--- src/rtl/numfmt_pkg.sv ---
// Package: shared format encoding for the multi-format adder/subtractor.
// Assumes the two-bit format code is decoded identically everywhere.
package numfmt_pkg;
    typedef enum logic [1:0] {
        FMT_SIGNMAG  = 2'b00,
        FMT_ONES     = 2'b01,
        FMT_TWOS     = 2'b10,
        FMT_TWOS_ALT = 2'b11
    } fmt_e;
endpackage

--- src/rtl/signmag_unit.sv ---
// Sign-and-magnitude add/subtract. Purely combinational.
// Assumes W >= 2; bit W-1 is the sign and the remaining bits are the magnitude.
// A zero magnitude result is always returned as positive zero.
module signmag_unit #(
    parameter int W = 8
) (
    input  logic [W-1:0] a,
    input  logic [W-1:0] b,
    input  logic         sub,
    output logic [W-1:0] res,
    output logic         ovf
);
    localparam int MW = W - 1;

    logic          sgn_a, sgn_b;
    logic [MW-1:0] mag_a, mag_b;
    logic [MW:0]   mag_sum;
    logic [MW-1:0] mag_out;
    logic          sgn_out;

    // Split the operands; subtraction flips the sign of B.
    always_comb begin
        sgn_a = a[W-1];
        sgn_b = b[W-1] ^ sub;
        mag_a = a[MW-1:0];
        mag_b = b[MW-1:0];
    end

    // Same sign: add magnitudes. Different signs: larger minus smaller.
    always_comb begin
        mag_sum = {1'b0, mag_a} + {1'b0, mag_b};
        if (sgn_a == sgn_b) begin
            mag_out = mag_sum[MW-1:0];
            sgn_out = sgn_a;
            ovf     = mag_sum[MW];
        end else if (mag_a >= mag_b) begin
            mag_out = mag_a - mag_b;
            sgn_out = sgn_a;
            ovf     = 1'b0;
        end else begin
            mag_out = mag_b - mag_a;
            sgn_out = sgn_b;
            ovf     = 1'b0;
        end
    end

    // Normalise a zero magnitude to positive zero.
    always_comb begin
        res = {sgn_out & (|mag_out), mag_out};
    end
endmodule

--- src/rtl/compl_unit.sv ---
// Complement-code add/subtract. Purely combinational.
// END_AROUND=1 gives one's complement: bitwise negation, end-around carry,
// negative zero folded to zero, and a sign-rule overflow flag.
// END_AROUND=0 gives two's complement: negation is complement plus one, the
// carry out is dropped, and overflow compares the carries into and out of the sign bit.
// Assumes W >= 2.
module compl_unit #(
    parameter int W          = 8,
    parameter bit END_AROUND = 1'b0
) (
    input  logic [W-1:0] a,
    input  logic [W-1:0] b,
    input  logic         sub,
    output logic [W-1:0] res,
    output logic         ovf
);
    logic [W-1:0] b_eff;
    logic         cin;
    logic [W:0]   raw;

    // Negate B by complementing it; the +1 of two's complement enters as carry-in.
    always_comb begin
        b_eff = sub ? ~b : b;
        cin   = END_AROUND ? 1'b0 : sub;
        raw   = {1'b0, a} + {1'b0, b_eff} + {{W{1'b0}}, cin};
    end

    generate
        if (END_AROUND) begin : g_ones
            logic [W-1:0] wrapped;
            // Add the carry back in at bit 0. This cannot carry a second time.
            always_comb begin
                wrapped = raw[W-1:0] + {{(W-1){1'b0}}, raw[W]};
                ovf     = (a[W-1] == b_eff[W-1]) && (wrapped[W-1] != a[W-1]);
                res     = (&wrapped) ? '0 : wrapped;
            end
        end else begin : g_twos
            logic [W-1:0] low;
            // Carry into the sign bit, from a sum of the lower bits only.
            always_comb begin
                low = {1'b0, a[W-2:0]} + {1'b0, b_eff[W-2:0]} + {{(W-1){1'b0}}, cin};
                ovf = low[W-1] ^ raw[W];
                res = raw[W-1:0];
            end
        end
    endgenerate
endmodule

--- src/rtl/numfmt_addsub.sv ---
// Top: multi-format signed adder/subtractor with one output register stage.
// Each format has its own unit. The format code picks one unit's result, which is
// registered with the overflow flag. Latency is one cycle and throughput one per cycle.
// Reset is synchronous and active low.
module numfmt_addsub #(
    parameter int N = 8
) (
    input  logic         clk,
    input  logic         rst_n,
    input  logic [N-1:0] op_a,
    input  logic [N-1:0] op_b,
    input  logic         sub,
    input  logic [1:0]   fmt,
    output logic [N-1:0] sum_q,
    output logic         ovf_q
);
    import numfmt_pkg::*;

    logic [N-1:0] sm_res, oc_res, tc_res;
    logic         sm_ovf, oc_ovf, tc_ovf;
    logic [N-1:0] sel_res;
    logic         sel_ovf;
    fmt_e         fmt_sel;

    signmag_unit #(.W(N)) u_sm (
        .a(op_a), .b(op_b), .sub(sub), .res(sm_res), .ovf(sm_ovf)
    );

    compl_unit #(.W(N), .END_AROUND(1'b1)) u_ones (
        .a(op_a), .b(op_b), .sub(sub), .res(oc_res), .ovf(oc_ovf)
    );

    compl_unit #(.W(N), .END_AROUND(1'b0)) u_twos (
        .a(op_a), .b(op_b), .sub(sub), .res(tc_res), .ovf(tc_ovf)
    );

    // Choose the unit matching the format code; both upper codes mean two's complement.
    always_comb begin
        fmt_sel = fmt_e'(fmt);
        case (fmt_sel)
            FMT_SIGNMAG: begin sel_res = sm_res; sel_ovf = sm_ovf; end
            FMT_ONES:    begin sel_res = oc_res; sel_ovf = oc_ovf; end
            default:     begin sel_res = tc_res; sel_ovf = tc_ovf; end
        endcase
    end

    // Output register stage, cleared by synchronous reset.
    always_ff @(posedge clk) begin
        if (!rst_n) begin
            sum_q <= '0;
            ovf_q <= 1'b0;
        end else begin
            sum_q <= sel_res;
            ovf_q <= sel_ovf;
        end
    end

    // the cycle after reset is sampled low, both outputs are zero.
    a_r1_reset_clears: assert property (@(posedge clk)
        !rst_n |=> (sum_q == '0 && !ovf_q));

    // a sign-and-magnitude result with zero magnitude is never negative.
    a_r4_sm_pos_zero: assert property (@(posedge clk) disable iff (!rst_n)
        ($past(fmt) == 2'b00 && sum_q[N-2:0] == '0) |-> !sum_q[N-1]);

    // sign-and-magnitude with differing effective signs never overflows.
    a_r4_sm_mixed_no_ovf: assert property (@(posedge clk) disable iff (!rst_n)
        ($past(fmt) == 2'b00 &&
         $past(op_a[N-1]) != ($past(op_b[N-1]) ^ $past(sub))) |-> !ovf_q);

    // one's complement never returns negative zero.
    a_r7_no_neg_zero: assert property (@(posedge clk) disable iff (!rst_n)
        ($past(fmt) == 2'b01) |-> (sum_q != '1));

    // two's complement addition of opposite-sign operands never overflows.
    a_r10_no_overflow: assert property (@(posedge clk) disable iff (!rst_n)
        ($past(fmt[1]) && !$past(sub) && $past(op_a[N-1]) != $past(op_b[N-1]))
        |-> !ovf_q);

    // when two's complement overflows, the result sign differs from A's sign.
    a_r10_ovf_sign: assert property (@(posedge clk) disable iff (!rst_n)
        ($past(fmt[1]) && ovf_q) |-> (sum_q[N-1] != $past(op_a[N-1])));
endmodule

--- config.mk ---
export PLATFORM = sky130hd
export DESIGN_NAME = numfmt_addsub
export DESIGN_NICKNAME = d
export VERILOG_FILES = /design/src/rtl/numfmt_pkg.sv /design/src/rtl/signmag_unit.sv /design/src/rtl/compl_unit.sv /design/src/rtl/numfmt_addsub.sv
export SDC_FILE = /design/constraint.sdc
export NUM_CORES = 1
export LEC_CHECK = 0
export ABC_CLOCK_PERIOD_IN_PS = 5450
export BUFFER_PORTS_ARGS = -buffer_cell sky130_fd_sc_hd__buf_2
export CORE_MARGIN = 1.5
export CORE_UTILIZATION = 30
export DETAILED_ROUTE_END_ITERATION = 6
export GPL_ROUTABILITY_DRIVEN = 0
export SETUP_SLACK_MARGIN = 0.05
export SYNTH_ARGS = -nofsm -noshare
export SYNTH_HDL_FRONTEND = slang
export SYNTH_SLANG_ARGS = --single-unit
--- constraint.sdc ---
create_clock -name clk -period 5.45 [get_ports clk]
set_clock_uncertainty 0.1 [all_clocks]
set_input_delay 0.545 -clock clk [delete_from_list [all_inputs] [get_ports clk]]
set_output_delay 0.545 -clock clk [all_outputs]
set_load 0.02 [all_outputs]
* Word level (Yosys, flattened, before mapping)
Cells that the tools add are included.
Word-level totals: register bits after elaboration 9, word-level logic and storage cells 32, bits of input ports 21
Operators by class: muxes and demuxes 9, equal/unequal tests 4, $add $sub $neg 8, magnitude comparators 1, reductions and logical operators 4, bitwise gates (word level) 4
Operators by type and width (number):
- $add A7 B7 Y8 | 2
- $add A8 B1 Y8 | 2
- $mux W8 | 2
- $pmux W8 S2 | 1
- $mux W7 | 2
- $sub A7 B7 Y7 | 2
- $add A8 B8 Y9 | 1
- $add A9 B1 Y9 | 1
- $not A8 Y8 | 1
- $reduce_and A8 Y1 | 1
- $ge A7 B7 Y1 | 1
- $reduce_or A7 Y1 | 1
- $mux W1 | 3
- $eq A1 B1 Y1 | 2
- $eq A2 B1 Y1 const B | 1
- $logic_not A2 Y1 | 1
- $pmux W1 S2 | 1
- $xor A1 B1 Y1 | 2
- $and A1 B1 Y1 | 1
- $logic_and A1 B1 Y1 | 1
- $ne A1 B1 Y1 | 1

* Logic depth before layout (Yosys ltp)
word-level depth 7, mapped depth 18

* Cells and area by module
A second synthesis with hierarchy kept.
Unflattened totals: cell total of the unflattened synthesis 316, area, all modules 2638.8 sq um
Modules (own cells, without submodules):
- signmag_unit | sequential area each 0.0 sq um, times used 1, area an instance 1013.5 sq um, cells an instance 137
- compl_unit at u_ones | sequential area each 0.0 sq um, times used 1, area an instance 724.4 sq um, cells an instance 91
- numfmt_addsub | sequential area each 180.2 sq um, times used 1, area an instance 481.7 sq um, cells an instance 39
- compl_unit at u_twos | sequential area each 0.0 sq um, times used 1, area an instance 419.2 sq um, cells an instance 49

* Least setup slack after synthesis
Ideal clock, no wire load.
kind in2reg, from input sub, to register sum_q[2], data arrival time 4.009 ns, setup slack 1.218 ns, required time 5.227 ns, path buffers 2, stages 17, cell sequence clkbuf_1 xor2_1 ha_1 fa_1 a211oi_4 o21ai_2 a21oi_1 o21bai_1 ha_1 ha_1 nor2_1 a22oi_1 or3_1 or3_1 buf_2 o211ai_2 a21boi_1
On the way: longest elaborated chain between the ends 6, elaborated cells between the ends (all ways) 10, classes of those cells add/sub (3); eq/ne (1); mux (4); bitwise (1); reduce/logical (1)
RTL lines:
- start, declared | line numfmt_addsub.sv:12 | input logic sub,
- $mux W8 | line compl_unit.sv:23 | b_eff = sub ? ~b : b;
- $add A8 B8 Y9 | line compl_unit.sv:25 | raw = {1'b0, a} + {1'b0, b_eff} + {{W{1'b0}}, cin};
- $add A8 B1 Y8 | line compl_unit.sv:33 | wrapped = raw[W-1:0] + {{(W-1){1'b0}}, raw[W]};
- $reduce_and A8 Y1 | line compl_unit.sv:35 | res = (&wrapped) ? '0 : wrapped;
- $mux W8 | line compl_unit.sv:35
- $pmux W8 S2 (*) | line numfmt_addsub.sv:40 | case (fmt_sel)
- end signal, assigned | line numfmt_addsub.sv:53 | sum_q <= sel_res;
- end, declared | line numfmt_addsub.sv:14 | output logic [N-1:0] sum_q,
Every way passes the cells marked *; elsewhere a longest branch is shown, timed or not. A chain may end at the register's enable or synchronous reset.

* Worst setup path in the final report
Ends and elaborated chain as after synthesis.

==> results.yml <==
run_status:
  outcome: "finished, final reports clean"
finish:
  design_area_um2: 2480
  drive_gt1_share_pct: 13.5
  antennaDiodeCount: 0
  layout.nets: 369
  area_growth_pct: 11.2
logic_synthesis:
  synth_nets: 348
  synth.largest_area_cell: "ha_1"
  ys_seq_area_share_pct: 8.09
  synth_ff_type: "dfxtp_1"
  synth_area_leaders: "ha_1 (19%), dfxtp_1 (8.1%), xnor2_1 (6.3%), xor2_1 (5.9%), nor2_1 (4.2%)"
  synth_cells: 290
  synth_top_area_share_pct: 18.5
  ys_ff_latch: 9
  synth_async_sr_flop_share_pct: 0
  synth.distinct_cells: 58
  syn_area_um2: 2230
  synth_common_cells: "ha_1 (33), nor2_1 (25), inv_1 (21)"
  yosysMostFrequentCell: "ha_1"
  yosysWarnings: 0
  syn_avg_cell_area_um2: 7.68
  synth_edf_count: 0
job:
  maxCapViolCount: 0
setup_path:
  crit_required_ns: 5.45
  arrival_ns: 4.17
  startpoint_type: "primary input"
  cp_max_fo: 10
  critPathKind: "in2reg"
  critPathCaptureType: "flip-flop"
  cp-startpoint: "sub"
cts:
  cts_tree: "built"
  cts.sinks: 9
  cts_buffers: 3
  cts_resized: 0
  postCtsSetupRepairBufs: 0
  htree_levels: 1
  hold_buffers: 0
  cts_max_path_buffers: 2
  cts_root_buffer: "clkbuf_8"
  clkTransAtPathRegs_ns: 0.04
sta:
  rsz0062_at_grt: "no"
  slew_headroom_pct: 61.8
  worst_pin_slew_ns: 0.568
  finalWorstSetupSlack_ns: 1.29
  final.period_utilization_pct: 76.4
  setup_viol: 0
  finalHoldViolations: 0
  fin_setup_tns_ns: 0
  maxSlewViolCount: 0
  min_period_ns: 4.16
  hold_slack_ns: 0.568
  max_freq_ghz: 0.240
min_path:
  hold-path-endpoint: "sum_q[6]$_SDFF_PN0_"
  hold_path.class: "in2reg"
  min_from: "rst_n"
  hold_depth: 2
route:
  drt-total-wl_um: 5810
  wl_per_cell_um: 14.2
  vias: 2151
  first_iter_violations: 148
  viasPerCell: 5.26
  detailedRoute.firstPassIterationCount: 4
  drc: 0
  ant_nets: 0
grt:
  grt-ovfl-total: 0
  grt_use_total_pct: 15.6
  grt_max_degree: 15
  antenna_found_initial: 0
  grt_first_pass_wirelength_um: 9820
  grt_pass1_vias: 2041
placement:
  hpwl_um: 4840
  placed_area_um2: 2430
  place_ws_ns: 1.08
  io_buffers: 29
die:
  initial_core_util_pct: 30.9
  fp.dieW_um: 89.2
  core_um2: 7210
  io_pins: 30
  dieArea_um2: 7950
  num_rows: 31
  die_y_um: 89.2
power_and_ir_drop:
  leakagePower_uw: 0.00112
  p_per_area_nw_per_um2: 215
  peakVddDrop_mv: 0.0820
## metrics by stage
stage | util, % | total power, uW | std cells
detailed placement | 33.7 | 455 | 405
global placement | 33.7 | 456 | 405
global route | 34.4 | 587 | 409
finish | 34.4 | 534 | 409
CTS | 34.4 | 534 | 409
floorplan | - | 366 | 290
## placed cells by master, fill, tap and decap left out, drive strengths merged, types with 3 or more instances in the layout
| cell type | instances |
|---|---|
| a21oi | 18 |
| a31oi | 3 |
| o21ai | 11 |
| a22oi | 5 |
| inv | 21 |
| nand2b | 5 |
| o31ai | 3 |
| a221oi | 3 |
| and3 | 4 |
| a211oi | 3 |
| nor2b | 5 |
| dfxtp | 9 |
| o211ai | 4 |
| a21boi | 7 |
| buf | 29 |
| ha | 33 |
| mux2i | 3 |
| nor3 | 9 |
| xor2 | 15 |
| xnor2 | 16 |
| fa | 4 |
| a21o | 5 |
| nand4 | 4 |
| nor2 | 25 |
| nand3 | 8 |
| or3 | 4 |
| o21a | 4 |
| clkbuf | 4 |
| nand2 | 15 |
## routing by layer
metal,vias to the layer above,GRT usage [%],routed length (um)
met2,73,24.6,2450
met1,980,22.1,2840
li1,1088,-,-
met5,-,0,0
met4,0,4.76,100
met3,10,2.03,415
## power by group
group | switching (uW) | internal (uW)
Combinational | 225 | 154
Sequential | 2.21 | 77.5
Clock | 24.4 | 50.8
## sequential cells by signal, summed over array words and instances, names as in the netlist
signal  cells
ovf_q       1
sum_q       8
## worst max path at each step
stage / depth (start not counted) / endpoint / slack [ns]
finish: 16 / sum_q[2]$_SDFF_PN0_ / 1.29
global route: 16 / sum_q[2]$_SDFF_PN0_ / 1.07
CTS: 16 / sum_q[2]$_SDFF_PN0_ / 1.30
detailed placement: 16 / sum_q[2]$_SDFF_PN0_ / 1.08
global placement: 16 / sum_q[4]$_SDFF_PN0_ / 1.13
floorplan: 17 / sum_q[2]$_SDFF_PN0_ / 1.22
## kinds of logic (layout without fill, tap and decap cells)
group | after synthesis | after routing | synth area share, %
simple gates | 90 | 90 | 20.4
compound gates | 83 | 83 | 27.8
fa+ha+maj | 37 | 37 | 22.1
buf+inv | 35 | 55 | 6.57
xor+xnor | 32 | 32 | 13.2
flops | 9 | 9 | 8.09
mux | 4 | 4 | 1.85
## critical path, cell delays in order
cell and delay, ns:
buf_2 0.19, xor2_1 0.19, ha_1 0.24, fa_1 0.47, a211oi_4 0.39, o21ai_2 0.14, a21oi_1 0.15, o21bai_1 0.12
ha_1 0.22, ha_1 0.21, nor2_1 0.18, a22oi_1 0.09, or3_1 0.41, or3_1 0.42, o211ai_2 0.11, a21boi_1 0.09
## final cells by class
type / instances / area (um2)
fill: 801 / 4740
multi-input combinational: 246 / 1900
sequential: 9 / 180
timing repair buffer: 29 / 145
tap: 99 / 124
inverter: 22 / 82.6
clock buffer: 4 / 45.0
Note: power is estimated with default switching activity, not from simulation.
